===== src/rtl/serlink_pkg.sv =====
package serlink_pkg;
  localparam int unsigned WORD_W = 8;
  localparam int unsigned OPND_W = 3;
  localparam int unsigned SEG_W  = 7;

  // active-high, bit0 = a .. bit6 = g
  function automatic logic [SEG_W-1:0] seg7(input logic [3:0] d);
    logic [SEG_W-1:0] s;
    case (d)
      4'd0: s = 7'h3F;
      4'd1: s = 7'h06;
      4'd2: s = 7'h5B;
      4'd3: s = 7'h4F;
      4'd4: s = 7'h66;
      4'd5: s = 7'h6D;
      4'd6: s = 7'h7D;
      4'd7: s = 7'h07;
      4'd8: s = 7'h7F;
      4'd9: s = 7'h6F;
      default: s = 7'h00;
    endcase
    return s;
  endfunction
endpackage


===== src/rtl/serlink_tx.sv =====
module serlink_tx #(
  parameter int unsigned W = serlink_pkg::WORD_W
) (
  input  logic         clk_i,
  input  logic         rst_ni,
  input  logic         load_i,
  input  logic         shift_i,
  input  logic [W-1:0] data_i,
  output logic         line_o
);
  logic [W-1:0] q;

  always_ff @(posedge clk_i or negedge rst_ni) begin
    if (!rst_ni)      q <= '0;
    else if (load_i)  q <= data_i;
    else if (shift_i) q <= {q[W-2:0], 1'b0};
  end

  assign line_o = q[W-1];
endmodule


===== src/rtl/serlink_rx.sv =====
module serlink_rx #(
  parameter int unsigned W = serlink_pkg::WORD_W
) (
  input  logic         clk_i,
  input  logic         rst_ni,
  input  logic         start_i,
  input  logic         bit_i,
  output logic         busy_o,
  output logic         valid_o,
  output logic [W-1:0] hold_o
);
  localparam int unsigned CNT_W = $clog2(W);
  localparam logic [CNT_W-1:0] LAST = CNT_W'(W - 1);

  logic [W-2:0]     sr_q;
  logic [CNT_W-1:0] cnt_q;
  logic             busy_q, valid_q;
  logic [W-1:0]     hold_q;

  always_ff @(posedge clk_i or negedge rst_ni) begin
    if (!rst_ni) begin
      sr_q    <= '0;
      cnt_q   <= '0;
      busy_q  <= 1'b0;
      valid_q <= 1'b0;
      hold_q  <= '0;
    end else if (start_i) begin
      sr_q    <= '0;
      cnt_q   <= '0;
      busy_q  <= 1'b1;
      valid_q <= 1'b0;
    end else if (busy_q) begin
      sr_q  <= {sr_q[W-3:0], bit_i};
      cnt_q <= cnt_q + 1'b1;
      if (cnt_q == LAST) begin
        // last bit comes straight from the wire; freeze afterwards
        busy_q  <= 1'b0;
        valid_q <= 1'b1;
        hold_q  <= {sr_q, bit_i};
      end
    end
  end

  assign busy_o  = busy_q;
  assign valid_o = valid_q;
  assign hold_o  = hold_q;

  AST_FRAME_DONE: assert property (@(posedge clk_i) disable iff (!rst_ni)
    (busy_q && cnt_q == LAST && !start_i) |=> (valid_q && !busy_q));
  AST_HOLD_STABLE: assert property (@(posedge clk_i) disable iff (!rst_ni)
    (valid_q && !start_i) |=> ($stable(hold_q) && valid_q));
  AST_NO_VALID_IN_FLIGHT: assert property (@(posedge clk_i) disable iff (!rst_ni)
    busy_q |-> !valid_q);
endmodule


===== src/rtl/serlink_bcd_seg.sv =====
module serlink_bcd_seg #(
  parameter int unsigned SUM_W = serlink_pkg::OPND_W + 1,
  parameter int unsigned SEG_W = serlink_pkg::SEG_W
) (
  input  logic [SUM_W-1:0] sum_i,
  output logic [SEG_W-1:0] tens_seg_o,
  output logic [SEG_W-1:0] units_seg_o
);
  logic [SUM_W-1:0] tens_v, units_v;

  always_comb begin
    tens_v      = sum_i / SUM_W'(10);
    units_v     = sum_i % SUM_W'(10);
    units_seg_o = serlink_pkg::seg7(4'(units_v));
    tens_seg_o  = (tens_v == '0) ? '0 : serlink_pkg::seg7(4'(tens_v));
  end
endmodule


===== src/rtl/serlink_adder_top.sv =====
module serlink_adder_top #(
  parameter int unsigned WORD_W = serlink_pkg::WORD_W,
  parameter int unsigned OPND_W = serlink_pkg::OPND_W,
  parameter int unsigned SEG_W  = serlink_pkg::SEG_W
) (
  input  logic              clk_i,
  input  logic              rst_ni,
  input  logic [WORD_W-1:0] sw_i,
  input  logic              start_i,
  output logic              line_o,
  output logic [WORD_W-1:0] word_o,
  output logic              valid_o,
  output logic [OPND_W:0]   sum_o,
  output logic [SEG_W-1:0]  seg_tens_o,
  output logic [SEG_W-1:0]  seg_units_o
);
  localparam int unsigned SUM_W = OPND_W + 1;
  localparam logic [SUM_W-1:0] SUM_MAX = SUM_W'(2 * ((1 << OPND_W) - 1));

  logic busy, rx_bit;

  serlink_tx #(.W(WORD_W)) u_tx (
    .clk_i  (clk_i),
    .rst_ni (rst_ni),
    .load_i (start_i),
    .shift_i(busy),
    .data_i (sw_i),
    .line_o (line_o)
  );

  // receiver input gate with its second leg tied high
  assign rx_bit = line_o & 1'b1;

  serlink_rx #(.W(WORD_W)) u_rx (
    .clk_i  (clk_i),
    .rst_ni (rst_ni),
    .start_i(start_i),
    .bit_i  (rx_bit),
    .busy_o (busy),
    .valid_o(valid_o),
    .hold_o (word_o)
  );

  assign sum_o = {1'b0, word_o[OPND_W-1:0]} + {1'b0, word_o[2*OPND_W-1:OPND_W]};

  serlink_bcd_seg #(.SUM_W(SUM_W), .SEG_W(SEG_W)) u_seg (
    .sum_i      (sum_o),
    .tens_seg_o (seg_tens_o),
    .units_seg_o(seg_units_o)
  );

  AST_SUM_MAX: assert property (@(posedge clk_i) disable iff (!rst_ni)
    sum_o <= SUM_MAX);
  AST_TENS_BLANK: assert property (@(posedge clk_i) disable iff (!rst_ni)
    (sum_o < SUM_W'(10)) |-> (seg_tens_o == '0));
  AST_LINE_HOLDS_MSB: assert property (@(posedge clk_i) disable iff (!rst_ni)
    start_i |=> (line_o == $past(sw_i[WORD_W-1])));
endmodule


===== config.mk =====
export PLATFORM = sky130hd
export DESIGN_NAME = serlink_adder_top
export DESIGN_NICKNAME = d
export VERILOG_FILES = /design/src/rtl/serlink_pkg.sv /design/src/rtl/serlink_tx.sv /design/src/rtl/serlink_rx.sv /design/src/rtl/serlink_bcd_seg.sv /design/src/rtl/serlink_adder_top.sv
export SDC_FILE = /design/constraint.sdc
export NUM_CORES = 1
export LEC_CHECK = 0
export BUFFER_PORTS_ARGS = -buffer_cell sky130_fd_sc_hd__buf_4
export CAP_MARGIN = 20
export CELL_PAD_IN_SITES_DETAIL_PLACEMENT = 0
export CELL_PAD_IN_SITES_GLOBAL_PLACEMENT = 2
export CORE_MARGIN = 2
export CORE_UTILIZATION = 30
export CTS_CLUSTER_DIAMETER = 120
export CTS_CLUSTER_SIZE = 16
export DETAILED_ROUTE_END_ITERATION = 6
export GPL_ROUTABILITY_DRIVEN = 0
export PLACE_DENSITY = 0.8
export SYNTH_ARGS = -nofsm -noshare
export SYNTH_HDL_FRONTEND = slang
export SYNTH_SLANG_ARGS = --single-unit

===== constraint.sdc =====
create_clock -name clk_i -period 9.6 [get_ports clk_i]
set_input_delay 1.92 -clock clk_i [delete_from_list [all_inputs] [get_ports clk_i]]
set_output_delay 1.92 -clock clk_i [all_outputs]
set_load 0.05 [all_outputs]

Word level (Yosys, flattened, before mapping)
Memory sizes are Yosys's and may differ from the RTL's. Cells that the tools add are included.

Flip-flop bits (word level): 28. ROM bits: 224. Memories: 2.

Memory list: (no name shown) (words 16, bits a word 7, read ports 1, clocked after memory_dff 0, write ports 0, line serlink_pkg.sv:9) `case (d)`; (no name shown) (words 16, bits a word 7, read ports 1, clocked after memory_dff 0, write ports 0, line serlink_pkg.sv:9).

$add $sub $neg: 2. Div/mod/pow operators: 2. Equality and inequality tests: 1. Multiplexer cells: 13. Bitwise gates (word level): 1. Reduce and logical (&&, ||, !) cells: 5.

Operators by type and width (count): 2-to-1 mux 7 bit (3); 2-to-1 mux 8 bit (2); 2-to-1 mux 1 bit (6); 2-to-1 mux 3 bit (2); adder 3 x 3 -> 4 bit (1); divider 4 x 4 -> 4 bit, second input constant (1); zero test 4 bit (1); modulo 4 x 4 -> 4 bit, second input constant (1); nonzero test 2 bit (2); adder 3 x 1 -> 3 bit, second input constant (1); equality test 3 bit, second input constant (1); AND reduction 3 bit (1); AND reduction 2 bit (1); inverter 1 bit (1).

Depth between registers and ports, before layout
Word-level depth: 4. Depth in mapped cells: 10. Depth with buffers taken out: 10.

Cells and area by module
Synthesis repeated with hierarchy kept, for this count alone.

Cell total of the unflattened synthesis: 169. Area, all modules: 1731.7 sq um.

By module, submodules not included: serlink_rx (times used 1, cells an instance 58, area an instance 810.8 sq um); serlink_bcd_seg (times used 1, cells an instance 65, area an instance 456.7 sq um); serlink_tx (times used 1, cells an instance 34, area an instance 369.1 sq um); serlink_adder_top (times used 1, cells an instance 12, area an instance 95.1 sq um).

Worst setup path after synthesis
No wires, ideal clock.

Kind: register to output. Start point: register u_rx.hold_q[0], in the netlist u_rx.hold_o[0]. End point: output port seg_units_o[3]. Data arrival time: 4202 ps. Setup slack: 3478 ps. Stages on the path, launching flop included: 10. Path buffers: 0. Cell sequence: dfrtp_1 ha_1 fa_1 inv_1 ha_1 nand2_1 o311ai_0 a311oi_4 mux2i_1 o21ai_0.

Longest elaborated chain between the ends: 3.

RTL lines: start, declared (line serlink_rx.sv:18) `logic [W-1:0] hold_q;`; start signal, assigned (line serlink_rx.sv:39) `hold_q <= {sr_q, bit_i};`; adder 3 x 3 -> 4 bit (line serlink_adder_top.sv:44) `assign sum_o = {1'b0, word_o[OPND_W-1:0]} + {1'b0, word_o[2*OPND_W-1:OPND_W]};`; net sum_o[1] (line serlink_adder_top.sv:13) `output logic [OPND_W:0] sum_o,`; modulo 4 x 4 -> 4 bit (line serlink_bcd_seg.sv:13) `units_v = sum_i % SUM_W'(10);`; memory read (16 x 7 bit); end, declared (line serlink_adder_top.sv:15) `output logic [SEG_W-1:0] seg_units_o`.

The timed path passes the listed nets, and every way through them passes these cells.

Final worst setup path
Start point: register u_rx.hold_q[0], in the netlist u_rx.hold_o[0]. End point: output port seg_units_o[0].

Longest elaborated chain between the ends: 3.

RTL lines (line): adder 3 x 3 -> 4 bit (serlink_adder_top.sv:44); modulo 4 x 4 -> 4 bit (serlink_bcd_seg.sv:13); memory read (16 x 7 bit).

Every way passes these cells.

==> flow_metrics.env <==
export IMPL_run_status="complete, no violations"
export IMPL_tritoncts="done"
export IMPL_power_leakage_nw=1.08
export IMPL_ir_worst_vdd_uv=51.3
export IMPL_timing_critical_path_to_type="output pin"
export IMPL_critical_path_n_buffers_inverters=2
export IMPL_placed_cells=248
export IMPL_postCtsHoldBufs=0
export IMPL_path_class="flip-flop to output pin"
export IMPL_maxSlewViolCount=0
export IMPL_yosys_warnings=0
export IMPL_hold_violations=0
export IMPL_synth_seq_area_share_pct=43.6
export IMPL_gr_usage_all_layers_pct=10.0
export IMPL_worst_slew_pin_tran_ns=0.990
export IMPL_cell_type_group_with_the_largest_total_delay_on_the_critical_path="adder cells"
export IMPL_fill_cells=533
export IMPL_post_synth_main_area_contributors="sky130_fd_sc_hd__dfrtp_1, sky130_fd_sc_hd__mux2i_1, sky130_fd_sc_hd__ha_1"
export IMPL_rsz0062_at_grt="false"
export IMPL_yosys_mux_area_fraction_pct=17.5
export IMPL_placement_io_buffers=33
export IMPL_max_cap_viol_count=0
export IMPL_first_global_vias=1096
export IMPL_clock_tree_root_cell="sky130_fd_sc_hd__clkbuf_8"
export IMPL_wl_per_cell_um=11.5
export IMPL_multi_input_comb_area_um2=823
export IMPL_num_nets_final=207
export IMPL_placeableCoreArea_um2=5140
export IMPL_wp_data_required_ns=7.68
export IMPL_cp_data_arrival_time_ns=3.54
export IMPL_residual_antenna_violating_net_count_after_detailed_routing=0
export IMPL_dieWidth_um=77.2
export IMPL_worstPathCellList="ha_1, fa_1, inv_1, ha_1, nand2_1, o311ai_0, a311oi_4, mux2_2, o21ai_1, buf_4"
export IMPL_synthDominantAreaCellType="sky130_fd_sc_hd__dfrtp_1"
export IMPL_start_util_pct=31.3
export IMPL_synth_top_family_by_area="multiplexers"
export IMPL_grt_first_pass_wirelength_mm=5.00
export IMPL_finalSetupTns_ns=0
export IMPL_period_minus_ws_final_ns=5.46
export IMPL_cpMostUsedCell="sky130_fd_sc_hd__ha_1"
export IMPL_first_pass_drt_iterations=4
export IMPL_h_tree_depth=1
export IMPL_clock_insertion_delay_worst_skew_ns=0.26
export IMPL_hpwlAfterDp_mm=2.16
export IMPL_clock_sinks=28
export IMPL_crit_slowest_cell="sky130_fd_sc_hd__fa_1"
export IMPL_n_antenna_cell=0
export IMPL_final_setup_skew_ns=0.00158
export IMPL_remaining_drc_errors=0
export IMPL_netlist_area_um2=1610
export IMPL_fp_row_count=26
export IMPL_post_route_cells_drive_above_1_share_pct=26.9
export IMPL_detail_route_wirelength_mm=2.91
export IMPL_cp_max_fo=10
export IMPL_hold_slack_ns=0.516
export IMPL_power_per_cell_area_nw_per_um2=138
export IMPL_layout_worst_path_cycle_share_pct=56.9
export IMPL_stdcell_count=252
export IMPL_number_of_buffers_inserted_by_post_cts_setup_repair=0
export IMPL_totalPowerFinal_mw=0.269
export IMPL_postSynthAreaPerCell_um2=10.6
export IMPL_die_height_um=77.2
export IMPL_max_freq_ghz=0.183
export IMPL_seqCellArea_um2=701
export IMPL_design_die_area_um2=5960
export IMPL_critPathMaxStageDelay_ns=0.62
export IMPL_dp_slack_ns=4.42
export IMPL_syn_inst=152
export IMPL_synth_top_cell_area_share_pct=43.6
export IMPL_timing_slew_headroom_pct=34.0
export IMPL_cts_resized=0
export IMPL_holdCritPathClass="flip-flop to flip-flop"
export IMPL_route_detailed_vias_per_inst=4.55
export IMPL_area_growth_pct=21.2
export IMPL_synth_simple_area_share_pct=9.03
export IMPL_setup_worst_path_start_class="flip-flop"
export IMPL_cts_buffers_inserted=3
export IMPL_cts_reportedPaths_clkPinSlew_ns=0.09
export IMPL_synth_area_in_xor_xnor_pct=1.63
export IMPL_setup_violations=0
export IMPL_grt_antenna_before_repair=0
export IMPL_synth_seq_cells=28
export IMPL_maximum_number_of_pins_on_one_net_before_global_route_repair=30
export IMPL_global_route_overflow_total=0
export IMPL_detailedRoute_firstIterationViolations=30
export IMPL_synthesized_area_fraction_occupied_by_ao_oa_aoi_and_oai_cells_pct=11.3
export IMPL_synth_distinct_cells=32
export IMPL_detailroute_via_count=1146
export IMPL_cts_root_to_sink_buffers=2
export IMPL_synth_fa_ha_area_share_pct=10.6
export IMPL_ios=39
export IMPL_worst_setup_slack_final_ns=4.14
## cells in the mapped netlist
library cell	instances
sky130_fd_sc_hd__a21boi_0	2
sky130_fd_sc_hd__a21o_1	3
sky130_fd_sc_hd__a21oi_1	2
sky130_fd_sc_hd__a221oi_1	1
sky130_fd_sc_hd__a311oi_4	1
sky130_fd_sc_hd__and3_1	1
sky130_fd_sc_hd__buf_2	1
sky130_fd_sc_hd__buf_4	6
sky130_fd_sc_hd__clkbuf_1	4
sky130_fd_sc_hd__conb_1	1
sky130_fd_sc_hd__dfrtp_1	28
sky130_fd_sc_hd__fa_1	1
sky130_fd_sc_hd__ha_1	12
sky130_fd_sc_hd__inv_1	8
sky130_fd_sc_hd__inv_2	1
sky130_fd_sc_hd__mux2_2	9
sky130_fd_sc_hd__mux2i_1	18
sky130_fd_sc_hd__nand2_1	12
sky130_fd_sc_hd__nand2b_1	1
sky130_fd_sc_hd__nand3_1	2
sky130_fd_sc_hd__nand3b_1	1
sky130_fd_sc_hd__nor2_1	12
sky130_fd_sc_hd__nor2_2	1
sky130_fd_sc_hd__nor2b_1	2
sky130_fd_sc_hd__o21a_1	1
sky130_fd_sc_hd__o21ai_0	13
sky130_fd_sc_hd__o21ai_1	1
sky130_fd_sc_hd__o22ai_1	2
sky130_fd_sc_hd__o311ai_0	1
sky130_fd_sc_hd__or3_1	1
sky130_fd_sc_hd__xnor2_1	2
sky130_fd_sc_hd__xor2_1	1
## through the flow
stage	area [µm²]	util [%]
5_1_grt	1950	37.9
2_1_floorplan	1620	-
3_3_place_gp	1890	36.8
3_5_place_dp	1890	36.8
6_report	1950	37.9
4_1_cts	1950	37.9
## layout by cell type (no fill, tap or decap)
| cell | netlist | layout |
|---|---|---|
| sky130_fd_sc_hd__o311ai_0 | 1 | 1 |
| sky130_fd_sc_hd__mux2i_1 | 18 | 18 |
| sky130_fd_sc_hd__nand3_1 | 2 | 2 |
| sky130_fd_sc_hd__fa_1 | 1 | 1 |
| sky130_fd_sc_hd__o21ai_0 | 13 | 13 |
| sky130_fd_sc_hd__and3_1 | 1 | 1 |
| sky130_fd_sc_hd__or3_1 | 1 | 1 |
| sky130_fd_sc_hd__o21a_1 | 1 | 1 |
| sky130_fd_sc_hd__a311oi_4 | 1 | 1 |
| sky130_fd_sc_hd__a21oi_1 | 2 | 2 |
| sky130_fd_sc_hd__o21ai_1 | 1 | 1 |
| sky130_fd_sc_hd__xor2_1 | 1 | 1 |
| sky130_fd_sc_hd__nor2b_1 | 2 | 2 |
| sky130_fd_sc_hd__nand2_1 | 12 | 12 |
| sky130_fd_sc_hd__clkbuf_8 | 0 | 4 |
| sky130_fd_sc_hd__conb_1 | 1 | 5 |
| sky130_fd_sc_hd__o22ai_1 | 2 | 2 |
| sky130_fd_sc_hd__mux2_2 | 9 | 9 |
| sky130_fd_sc_hd__a21o_1 | 3 | 3 |
| sky130_fd_sc_hd__dfrtp_1 | 28 | 28 |
| sky130_fd_sc_hd__nand2b_1 | 1 | 1 |
| sky130_fd_sc_hd__buf_4 | 6 | 33 |
| sky130_fd_sc_hd__a21boi_0 | 2 | 2 |
| sky130_fd_sc_hd__xnor2_1 | 2 | 2 |
| sky130_fd_sc_hd__ha_1 | 12 | 12 |
| sky130_fd_sc_hd__inv_1 | 8 | 8 |
| sky130_fd_sc_hd__nor2_1 | 12 | 12 |
| sky130_fd_sc_hd__nand3b_1 | 1 | 1 |
| sky130_fd_sc_hd__a221oi_1 | 1 | 1 |
| sky130_fd_sc_hd__nor2_2 | 1 | 1 |
| sky130_fd_sc_hd__inv_2 | 1 | 1 |
## state kept, by name, indices dropped and copies added, names as in the netlist
signal        flops
u_tx.q            8
u_rx.hold_o       8
u_rx.cnt_q        3
u_rx.valid_o      1
u_rx.sr_q         7
u_rx.busy_o       1
## kinds of logic (layout without fill, tap and decap cells)
kind of cell / count (synthesis) / after routing
XOR/XNOR: 3 / 3
adder cells (fa/ha/maj): 13 / 13
AND/OR/NAND/NOR: 33 / 33
buffers and inverters: 20 / 46
AO/OA/AOI/OAI: 27 / 27
multiplexers: 27 / 27
other: 1 / 5
flip-flops: 28 / 28
## layout make-up
cell class	count	area share, %
Multi-Input combinational cell	108	42.3
Inverter	9	1.73
Sequential cell	28	36.0
Tap cell	70	4.50
Timing Repair Buffer	33	12.7
Clock buffer	4	2.83
## power by group
part           total, mW  internal [mW]  switching [mW]
clock             0.0700         0.0366          0.0334
sequential         0.129          0.124         0.00475
combinational     0.0703         0.0228          0.0475
## layer usage
layer,vias to the layer above,track usage (%),share of wire [%]
li1,567,-,-
met1,536,13.0,46
met2,41,16.8,47
met3,2,1.88,6.5
met4,0,3.21,0.58
met5,-,0,0
## worst paths after layout
path / startpoint / end / slack (ns) / cells after the start
hold / removal: u_rx.hold_o[6] / u_rx.hold_o[6] / 0.52 / 1
max in group asynchronous: rst_ni / u_rx.hold_o[1] / 7.79 / 1
min in group asynchronous: rst_ni / u_rx.hold_o[7] / 1.56 / 1
setup reg to reg: u_rx.busy_o / u_rx.hold_o[0] / 7.48 / 2
setup / recovery: u_rx.hold_o[0] / seg_units_o[0] / 4.14 / 10
hold reg to reg: u_rx.hold_o[6] / u_rx.hold_o[6] / 0.52 / 1
(Power assumes the default switching activity.)
